<file path="config.mk">
export PLATFORM = sky130hd
export DESIGN_NAME = tile_region_walker
export DESIGN_NICKNAME = d
export VERILOG_FILES = /design/src/rtl/tile_walk_pkg.sv /design/src/rtl/tile_walk_decode.sv /design/src/rtl/tile_walk_addr.sv /design/src/rtl/tile_walk_ctrl.sv /design/src/rtl/tile_region_walker.sv
export SDC_FILE = /design/constraint.sdc
export NUM_CORES = 1
export LEC_CHECK = 0
export BUFFER_PORTS_ARGS = -buffer_cell sky130_fd_sc_hd__buf_2
export CORE_MARGIN = 1.5
export CORE_UTILIZATION = 49
export DETAILED_ROUTE_END_ITERATION = 16
export GPL_TIMING_DRIVEN = 0
export PLACE_DENSITY = 0.8
export SLEW_MARGIN = 0
export SYNTH_ARGS = -nofsm -noshare
export SYNTH_HDL_FRONTEND = slang
export SYNTH_SLANG_ARGS = --single-unit
</file>
<file path="constraint.sdc">
create_clock -name clk -period 2.2 [get_ports clk]
set_input_delay 0.55 -clock clk [delete_from_list [all_inputs] [get_ports clk]]
set_output_delay 0.55 -clock clk [all_outputs]
set_load 0.01 [all_outputs]
</file>
<file path="src/rtl/tile_walk_pkg.sv">
package tile_walk_pkg;
  localparam int unsigned ENTRY_WORDS = 6;
  localparam int unsigned LIST_KINDS  = ENTRY_WORDS - 1;
  localparam int unsigned IDX_W       = 6;
  localparam int unsigned LADDR_W     = 22;
  localparam int unsigned SLOT_W      = $clog2(ENTRY_WORDS);

  typedef enum logic [2:0] {
    LK_OPAQUE    = 3'd0,
    LK_OPAQ_MOD  = 3'd1,
    LK_TRANS     = 3'd2,
    LK_TRANS_MOD = 3'd3,
    LK_PUNCH     = 3'd4
  } list_kind_e;

  typedef enum logic [2:0] {
    ST_IDLE,
    ST_READ,
    ST_CATCH,
    ST_EMIT,
    ST_FIN
  } walk_state_e;

  typedef struct packed {
    logic             last;
    logic [IDX_W-1:0] ty;
    logic [IDX_W-1:0] tx;
  } tile_hdr_t;

  typedef struct packed {
    logic               empty;
    logic [LADDR_W-1:0] waddr;
  } list_ptr_t;
endpackage

</file>
<file path="src/rtl/tile_walk_decode.sv">
module tile_walk_decode
  import tile_walk_pkg::*;
#(
  parameter int unsigned DW = 32
) (
  input  logic [DW-1:0] word,
  output tile_hdr_t     hdr,
  output list_ptr_t     ptr
);
  localparam int unsigned FLAG_BIT = DW - 1;
  localparam int unsigned X_LSB    = 2;
  localparam int unsigned Y_LSB    = 8;
  localparam int unsigned A_LSB    = 2;

  always_comb begin
    hdr.last  = word[FLAG_BIT];
    hdr.ty    = word[Y_LSB +: IDX_W];
    hdr.tx    = word[X_LSB +: IDX_W];
    ptr.empty = word[FLAG_BIT];
    ptr.waddr = word[A_LSB +: LADDR_W];
  end
endmodule

</file>
<file path="src/rtl/tile_walk_addr.sv">
module tile_walk_addr #(
  parameter int unsigned AW = 16
) (
  input  logic          clk,
  input  logic          rst_n,
  input  logic          load,
  input  logic          inc,
  input  logic [AW-1:0] load_val,
  output logic [AW-1:0] addr
);
  logic [AW-1:0] addr_q, addr_d;
  logic          addr_en;

  always_comb begin
    addr_en = load | inc;
    addr_d  = load ? load_val : addr_q + 1'b1;
  end

  always_ff @(posedge clk or negedge rst_n) begin
    if (!rst_n)       addr_q <= '0;
    else if (addr_en) addr_q <= addr_d;
  end

  assign addr = addr_q;

  p_load_r2: assert property (@(posedge clk) disable iff (!rst_n)
    load |=> addr_q == $past(load_val));
  p_step_r2: assert property (@(posedge clk) disable iff (!rst_n)
    (inc && !load) |=> addr_q == $past(addr_q) + 1'b1);
endmodule

</file>
<file path="src/rtl/tile_walk_ctrl.sv">
module tile_walk_ctrl
  import tile_walk_pkg::*;
(
  input  logic        clk,
  input  logic        rst_n,
  input  logic        start,
  input  tile_hdr_t   hdr_in,
  input  list_ptr_t   ptr_in,
  input  logic        req_ready,
  output logic        addr_load,
  output logic        addr_inc,
  output logic        rd_en,
  output logic        req_valid,
  output tile_hdr_t   hdr_out,
  output list_ptr_t   ptr_out,
  output logic [2:0]  kind,
  output logic        done
);
  localparam logic [SLOT_W-1:0] SLOT_TILE = '0;
  localparam logic [SLOT_W-1:0] SLOT_LAST = SLOT_W'(ENTRY_WORDS - 1);

  walk_state_e       st_q, st_d;
  logic [SLOT_W-1:0] slot_q, slot_d;
  tile_hdr_t         hdr_q, hdr_d;
  list_ptr_t         ptr_q, ptr_d;
  logic              step;

  always_comb begin
    st_d      = st_q;
    slot_d    = slot_q;
    hdr_d     = hdr_q;
    ptr_d     = ptr_q;
    addr_load = 1'b0;
    addr_inc  = 1'b0;
    rd_en     = 1'b0;
    step      = 1'b0;
    case (st_q)
      ST_IDLE: begin
        if (start) begin
          addr_load = 1'b1;
          slot_d    = SLOT_TILE;
          st_d      = ST_READ;
        end
      end
      ST_READ: begin
        rd_en = 1'b1;
        st_d  = ST_CATCH;
      end
      ST_CATCH: begin
        if (slot_q == SLOT_TILE) begin
          hdr_d    = hdr_in;
          slot_d   = slot_q + 1'b1;
          addr_inc = 1'b1;
          st_d     = ST_READ;
        end else if (ptr_in.empty) begin
          step = 1'b1;
        end else begin
          ptr_d = ptr_in;
          st_d  = ST_EMIT;
        end
      end
      ST_EMIT: begin
        if (req_ready) step = 1'b1;
      end
      ST_FIN: st_d = ST_IDLE;
      default: st_d = ST_IDLE;
    endcase
    if (step) begin
      if (slot_q == SLOT_LAST) begin
        if (hdr_q.last) begin
          st_d = ST_FIN;
        end else begin
          slot_d   = SLOT_TILE;
          addr_inc = 1'b1;
          st_d     = ST_READ;
        end
      end else begin
        slot_d   = slot_q + 1'b1;
        addr_inc = 1'b1;
        st_d     = ST_READ;
      end
    end
  end

  always_ff @(posedge clk or negedge rst_n) begin
    if (!rst_n) begin
      st_q   <= ST_IDLE;
      slot_q <= '0;
      hdr_q  <= '0;
      ptr_q  <= '0;
    end else begin
      st_q   <= st_d;
      slot_q <= slot_d;
      hdr_q  <= hdr_d;
      ptr_q  <= ptr_d;
    end
  end

  assign req_valid = (st_q == ST_EMIT);
  assign done      = (st_q == ST_FIN);
  assign hdr_out   = hdr_q;
  assign ptr_out   = ptr_q;
  assign kind      = 3'(slot_q - 1'b1);

  p_hold_r8: assert property (@(posedge clk) disable iff (!rst_n)
    (req_valid && !req_ready) |=> (req_valid && $stable(ptr_q) && $stable(slot_q) && $stable(hdr_q)));
  p_kind_range_r3: assert property (@(posedge clk) disable iff (!rst_n)
    req_valid |-> (slot_q != SLOT_TILE && slot_q <= SLOT_LAST));
  p_done_pulse_r9: assert property (@(posedge clk) disable iff (!rst_n)
    done |=> !done);
  p_stop_on_flag_r7: assert property (@(posedge clk) disable iff (!rst_n)
    $rose(done) |-> hdr_q.last);
  p_no_empty_emit_r5: assert property (@(posedge clk) disable iff (!rst_n)
    $rose(req_valid) |-> !ptr_q.empty);
endmodule

</file>
<file path="src/rtl/tile_region_walker.sv">
module tile_region_walker
  import tile_walk_pkg::*;
#(
  parameter int unsigned AW = 16,
  parameter int unsigned DW = 32
) (
  input  logic                 clk,
  input  logic                 rst_n,
  input  logic                 start,
  input  logic [AW-1:0]        base_addr,
  output logic                 mem_rd_en,
  output logic [AW-1:0]        mem_rd_addr,
  input  logic [DW-1:0]        mem_rd_data,
  output logic                 req_valid,
  input  logic                 req_ready,
  output logic [IDX_W-1:0]     req_tile_x,
  output logic [IDX_W-1:0]     req_tile_y,
  output logic [2:0]           req_list,
  output logic [LADDR_W+1:0]   req_addr,
  output logic                 done
);
  tile_hdr_t hdr_dec, hdr_cur;
  list_ptr_t ptr_dec, ptr_cur;
  logic      a_load, a_inc;

  tile_walk_decode #(.DW(DW)) u_dec (
    .word (mem_rd_data),
    .hdr  (hdr_dec),
    .ptr  (ptr_dec)
  );

  tile_walk_addr #(.AW(AW)) u_addr (
    .clk      (clk),
    .rst_n    (rst_n),
    .load     (a_load),
    .inc      (a_inc),
    .load_val (base_addr),
    .addr     (mem_rd_addr)
  );

  tile_walk_ctrl u_ctrl (
    .clk       (clk),
    .rst_n     (rst_n),
    .start     (start),
    .hdr_in    (hdr_dec),
    .ptr_in    (ptr_dec),
    .req_ready (req_ready),
    .addr_load (a_load),
    .addr_inc  (a_inc),
    .rd_en     (mem_rd_en),
    .req_valid (req_valid),
    .hdr_out   (hdr_cur),
    .ptr_out   (ptr_cur),
    .kind      (req_list),
    .done      (done)
  );

  assign req_tile_x = hdr_cur.tx;
  assign req_tile_y = hdr_cur.ty;
  assign req_addr   = {ptr_cur.waddr, 2'b00};

  p_idle_excl_r1: assert property (@(posedge clk) disable iff (!rst_n)
    $onehot0({req_valid, mem_rd_en, done}));
endmodule

</file>
==> impl_metrics.py, run 1 <==
metrics = {
    "run_status": {
        "status": "completed",
    },
    "finish": {
        "layout_commonest_cell": "buf_2",
        "layout_common_cells": "buf_2 (100), dfrtp_1 (57), mux2_2 (35)",
        "syn_to_final_growth_pct": 27.82,
        "nNetsFinal": 417,
        "drive_gt1_share_pct": 50.82,
        "num_antenna_cells": 0,
    },
    "synth": {
        "yosys_register_bits": 57,
        "synthAdderAreaFrac_pct": 2.153,
        "seq_area_frac_synth_pct": 49.10,
        "synthSimpleGateAreaFrac_pct": 13.18,
        "synthArstFlopShare_pct": 100.0,
        "avgSynthCellArea_sq_um": 11.62,
        "syn_area_sq_um": 2905,
        "synthXorXnorAreaFrac_pct": 3.919,
        "synth-edff-count": 0,
        "syn-instance-count": 250,
        "ys_warn_count": 0,
        "synthMuxAreaShare_pct": 14.30,
        "synth_top_family_by_area": "multiplexers",
        "yosys_most_used_dff": "dfrtp_1",
        "ys_types": 47,
        "synth_compound_area_share_pct": 10.38,
    },
    "power": {
        "p_leak_nw": 1.745,
        "p_clk_share_pct": 18.4,
        "power.switching_mw": 2.049,
        "combPwrFrac_pct": 46.6,
        "power_density_nw_per_um2": 1508,
        "p_sw_share_pct": 36.59,
        "internal-power_mw": 3.550,
        "peakVddDrop_v": 0.0007028,
        "p_seq_share_pct": 35.0,
    },
    "place": {
        "gp_congestion": 0.8268,
        "place_ws_ns": 0.06095,
        "portBuffers": 98,
        "dp_hpwl_mm": 4.457,
    },
    "clocking": {
        "root_buffer": "clkbuf_8",
        "clock_latency_ns": 0.33,
        "cts_made_buffers": 9,
        "clk_pin_slew_ns": 0.07,
        "htree_levels": 3,
        "clk_path_buf_depth": 2,
        "cts_tree": "built",
        "clock-sinks": 57,
    },
    "timing": {
        "drv_slew": 0,
        "timing.final.hold_violations": 0,
        "tns_ns": 0,
        "fmax_mhz": 483.8,
        "fin_crit_sh_pct": 93.95,
        "period_needed_ns": 2.067,
        "slew_headroom_pct": 53.51,
        "fin_skew_ns": 0.006678,
        "tightestPinTransition_ns": 0.6973,
        "worst_slack_ns": 0.1331,
        "setup_viol": 0,
        "rsz0062_at_grt": "false",
    },
    "critical_path": {
        "max_stage_delay_ns": 0.41,
        "startpoint_type": "register",
        "cp_top_family": "simple AND/OR/NAND/NOR gates",
        "cp_num_buf_inv": 2,
        "cp.arrival_ns": 2.28,
        "crit_chain": "buf_2 -> nor3b_4 -> nor3b_2 -> buf_4 -> mux2_2",
        "cp_max_fo": 10,
        "worstPathRequired_ns": 2.41,
        "end_kind": "register",
        "crit_slowest_cell": "nor3b_2",
        "setup.worst_path.class": "register to register",
    },
    "route": {
        "postRouteWirelength_mm": 6.116,
        "wire_per_inst_um": 14.03,
        "drtIter0Drc": 99,
        "antenna_left": 0,
        "drc": 0,
        "dr.pass1.iters": 4,
        "drt-vias-per-instance": 5.156,
        "vias": 2248,
    },
    "die": {
        "core_area_sq_um": 5608,
        "row_count": 27,
        "die_area_sq_um": 6400,
        "start_util_pct": 51.81,
        "die_x_um": 80,
        "ios": 110,
        "die_h_um": 80,
    },
    "flow_run": {
        "drv_cap": 0,
    },
    "global_routing": {
        "antenna_found_initial": 0,
        "grt_pass1_wl_mm": 10.05,
        "top_usage_layer": "met2",
        "met2_usage_pct": 34.71,
        "overflow": 0,
        "use_met1_pct": 24.78,
        "track_usage_pct": 20.49,
        "met3_usage_pct": 3.886,
        "grt_pass1_vias": 2242,
        "grt_max_degree": 58,
    },
    "min_path": {
        "min_path_type": "input pin to async pin",
    },
}
## registers in the layout, indices dropped and copies added, names as in the netlist
register / flops
u_addr.addr: 16
u_ctrl.st_q: 3
u_ctrl.ptr_out: 22
u_ctrl.slot_q: 3
u_ctrl.hdr_out: 13
## worst reg2reg max path: cells and delay by family (launching register included)
family,cells,cell delay (ns)
buffers and inverters,2,0.44
and+or+nand+nor,2,0.79
muxes,1,0.36
DFF,1,0.36
## Yosys cell counts (all sizes together) (2+ instances only)
cell type	count	area, sq um
xnor2	12	105.1
a21oi	15	86.34
a211oi	4	45.05
nand4	6	52.55
and4	3	26.28
mux2	36	405.4
a31oi	2	12.51
a31o	3	26.28
inv	5	18.77
buf	24	176.4
o21ai	7	35.03
ha	5	62.56
o22ai	2	12.51
nor3b	7	68.82
nand3	8	40.04
nand2	18	67.56
and3	3	18.77
nor2	16	60.06
dfrtp	57	1426
## cell families after synthesis
group | Yosys count
mux | 37
simple gates | 68
xor+xnor | 13
fa+ha+maj | 5
other cells | 1
compound gates | 39
flops | 57
buf+inv | 30
## metal layers
| metal | vias to the layer above | wire length [um] |
|---|---|---|
| li1 | 1086 | - |
| met1 | 1064 | 2596 |
| met5 | - | 0 |
| met3 | 10 | 374 |
| met2 | 88 | 3072 |
| met4 | 0 | 73 |
## stage by stage
stage                     cells  util [%]  hold WS, ns  power, mW  area (sq um)
after floorplan             251         -       0.2544      3.706          2909
after global placement      421     62.23       0.4643      4.489          3490
after detailed placement    421     62.23       0.4902      4.595          3490
after CTS                   436     66.04       0.4128      5.656          3704
after global routing        436     66.22       0.3284      6.016          3714
final                       436     66.22       0.2719      5.599          3714
## power by group through the flow
stage | clock, mW | combinational [mW] | sequential (mW)
2_1_floorplan | 0 | 1.63 | 2.07
3_3_place_gp | 0 | 2.56 | 1.93
3_5_place_dp | 0 | 2.63 | 1.97
4_1_cts | 1.06 | 2.64 | 1.96
5_1_grt | 1.10 | 2.88 | 2.03
6_report | 1.03 | 2.61 | 1.96
## worst paths after layout
check	startpoint	endpoint	slack [ns]	depth (start not counted)
max	u_ctrl.st_q[2]	u_ctrl.ptr_out[2]	0.13	5
min	rst_n	u_ctrl.hdr_out[3]	0.27	1
max reg2reg	u_ctrl.st_q[2]	u_ctrl.ptr_out[2]	0.13	5
min reg2reg	u_ctrl.ptr_out[1]	u_ctrl.ptr_out[1]	0.50	1
max in group asynchronous	rst_n	u_addr.addr[6]	1.47	1
min in group clk	base_addr[5]	u_addr.addr[5]	0.43	3
## cell type report
cell class | count | area, sq um
inverter | 5 | 18.77
timing repair buffer | 98 | 493.0
buffer | 25 | 181.4
clock inverter | 2 | 35.03
clock buffer | 13 | 178.9
tap | 72 | 90.09
multi-input combinational | 164 | 1290
fill | 452 | 1894
sequential | 57 | 1426
## timing repair
item / in CTS / in global routing
gates resized for setup: 0 / 2
setup buffers: 0 / 0
setup endpoints to repair: 0 / 12
hold buffers: 0 / 0
No activity file was read; power rests on OpenSTA's default activity.
==> inputs of run 2 (changes only) <==
CORE_UTILIZATION = 53   (was 49)
GPL_ROUTABILITY_DRIVEN = 1   (was default)
PLACE_DENSITY = 0.85   (was 0.8)
clock period = 2.6 ns   (was 2.2 ns; I/O delays follow)
==> run 2 against run 1 <==
Worst setup slack better by 0.26 ns. Sequential share of layout area rose by 0.10 points. Clock-buffer cell count is the same. First-iteration DRC count shrank 36%. Critical path type unchanged. Critical endpoint is now u_ctrl.slot_q[2].
==> impl_metrics.py, run 2 (synthesis gave the netlist of run 1 again) <==
metrics = {
    "critical_path": {
        "startpoint_type": "register",
        "end_kind": "register",
        "setup.worst_path.class": "register to register",
        "worstPathRequired_ns": 2.81,
        "cp_max_fo": 7,
        "ff2ff_path_depth": 7,
        "cp.arrival_ns": 2.42,
    },
    "clocking": {
        "root_buffer": "clkbuf_8",
        "post-cts-setup-buffer-count": 0,
        "cts_made_buffers": 9,
        "cts-hold-fix-buffers": 0,
        "clk_pin_slew_ns": 0.06,
        "htree_levels": 3,
        "post_cts_resized": 0,
        "clock_latency_ns": 0.33,
        "clk_path_buf_depth": 2,
        "clock-sinks": 57,
        "cts_tree": "built",
    },
    "finish": {
        "largest_reg_flops": 22,
        "stdcell_area_sq_um": 3704,
        "nNetsFinal": 417,
        "finalNonFillerCells": 434,
        "layout_common_cells": "buf_2 (100), dfrtp_1 (57), mux2_2 (35)",
        "layout_commonest_cell": "buf_2",
        "fin_util_pct": 71.15,
        "num_antenna_cells": 0,
        "drive_gt1_share_pct": 50.27,
        "syn_to_final_growth_pct": 27.48,
    },
    "timing": {
        "setup_viol": 0,
        "period_needed_ns": 2.209,
        "fin_skew_ns": 0.003854,
        "fin_crit_sh_pct": 84.98,
        "timing.final.hold_violations": 0,
        "fmax_mhz": 452.6,
        "tns_ns": 0,
        "rsz0062_at_grt": "false",
        "tightestPinTransition_ns": 0.7013,
        "drv_slew": 0,
        "slew_headroom_pct": 53.25,
    },
    "power": {
        "power_density_nw_per_um2": 1277,
        "peakVddDrop_v": 0.0006356,
        "p_leak_nw": 1.742,
        "power_mw": 4.731,
    },
    "route": {
        "dr.pass1.iters": 4,
        "vias": 2254,
        "antenna_left": 0,
        "drt-vias-per-instance": 5.194,
        "postRouteWirelength_mm": 6.089,
        "drtIter0Drc": 63,
        "wire_per_inst_um": 14.03,
        "drc": 0,
    },
    "global_routing": {
        "grt_pass1_vias": 2147,
        "grt_pass1_wl_mm": 9.998,
        "track_usage_pct": 21.40,
        "antenna_found_initial": 0,
        "grt_max_degree": 58,
        "overflow": 0,
    },
    "run_status": {
        "status": "completed",
    },
    "flow_run": {
        "drv_cap": 0,
    },
    "die": {
        "die_h_um": 77.04,
        "die_area_sq_um": 5935,
        "die_x_um": 77.04,
        "core_area_sq_um": 5205,
        "start_util_pct": 55.82,
        "ios": 110,
        "row_count": 26,
    },
    "place": {
        "place_inst": 419,
        "place_area_sq_um": 3487,
        "gp_congestion": 0.8320,
        "dp_hpwl_mm": 4.381,
        "portBuffers": 98,
    },
    "min_path": {
        "min_path_type": "input pin to async pin",
    },
}
## run 2: cell types whose count changed in the layout (fill, tap and decap cells not counted), sizes merged
cell    change
buf         +1
clkbuf      -1
## run 2: power by group
| group | switching (mW) | total (mW) | internal (mW) |
|---|---|---|---|
| sequential | 0.313 | 1.65 | 1.33 |
| clock | 0.328 | 0.868 | 0.540 |
| combinational | 1.09 | 2.22 | 1.13 |
## run 2: final cells by class
class / count / area [sq um]
sequential: 57 / 1426
multi-input combinational: 164 / 1284
clock buffer: 13 / 178.9
buffer: 25 / 180.2
clock inverter: 2 / 35.03
fill: 386 / 1501
timing repair buffer: 98 / 493.0
inverter: 5 / 18.77
tap: 70 / 87.58
## run 2: metrics by stage
step,setup slack (ns),hold WS [ns]
floorplan,0.6942,0.3544
CTS,0.4156,0.4888
global route,0.2358,0.4290
detailed placement,0.3302,0.4747
finish,0.3906,0.3652
global placement,0.3710,0.4659
## run 2: worst max-delay path, cell delays in order, from the launching register on
cell and delay (ns):
dfrtp_1 0.40, inv_1 0.13, ha_1 0.22, nand2b_1 0.15
a31oi_1 0.54, nor3_1 0.12, a31o_1 0.22, a221o_1 0.31
## run 2: per-layer routing
metal	part of all wire [%]	routed length [um]	GRT usage [%]
met5	0	0	0
met4	1.1	65	9.636
met3	6.6	402	4.524
met2	50	3030	36.55
met1	43	2591	25.97
## run 2: path summary, 6_finish.rpt
| kind | from | to | slack, ns |
|---|---|---|---|
| worst max-delay path | u_ctrl.slot_q[0] | u_ctrl.slot_q[2] | 0.39 |
| worst min-delay path | rst_n | u_ctrl.ptr_out[19] | 0.37 |
| worst max register to register | u_ctrl.slot_q[0] | u_ctrl.slot_q[2] | 0.39 |
| worst min register to register | u_ctrl.ptr_out[1] | u_ctrl.ptr_out[1] | 0.49 |
| max in group asynchronous | rst_n | u_ctrl.hdr_out[3] | 1.76 |
| min in group clk | u_ctrl.ptr_out[1] | u_ctrl.ptr_out[1] | 0.49 |
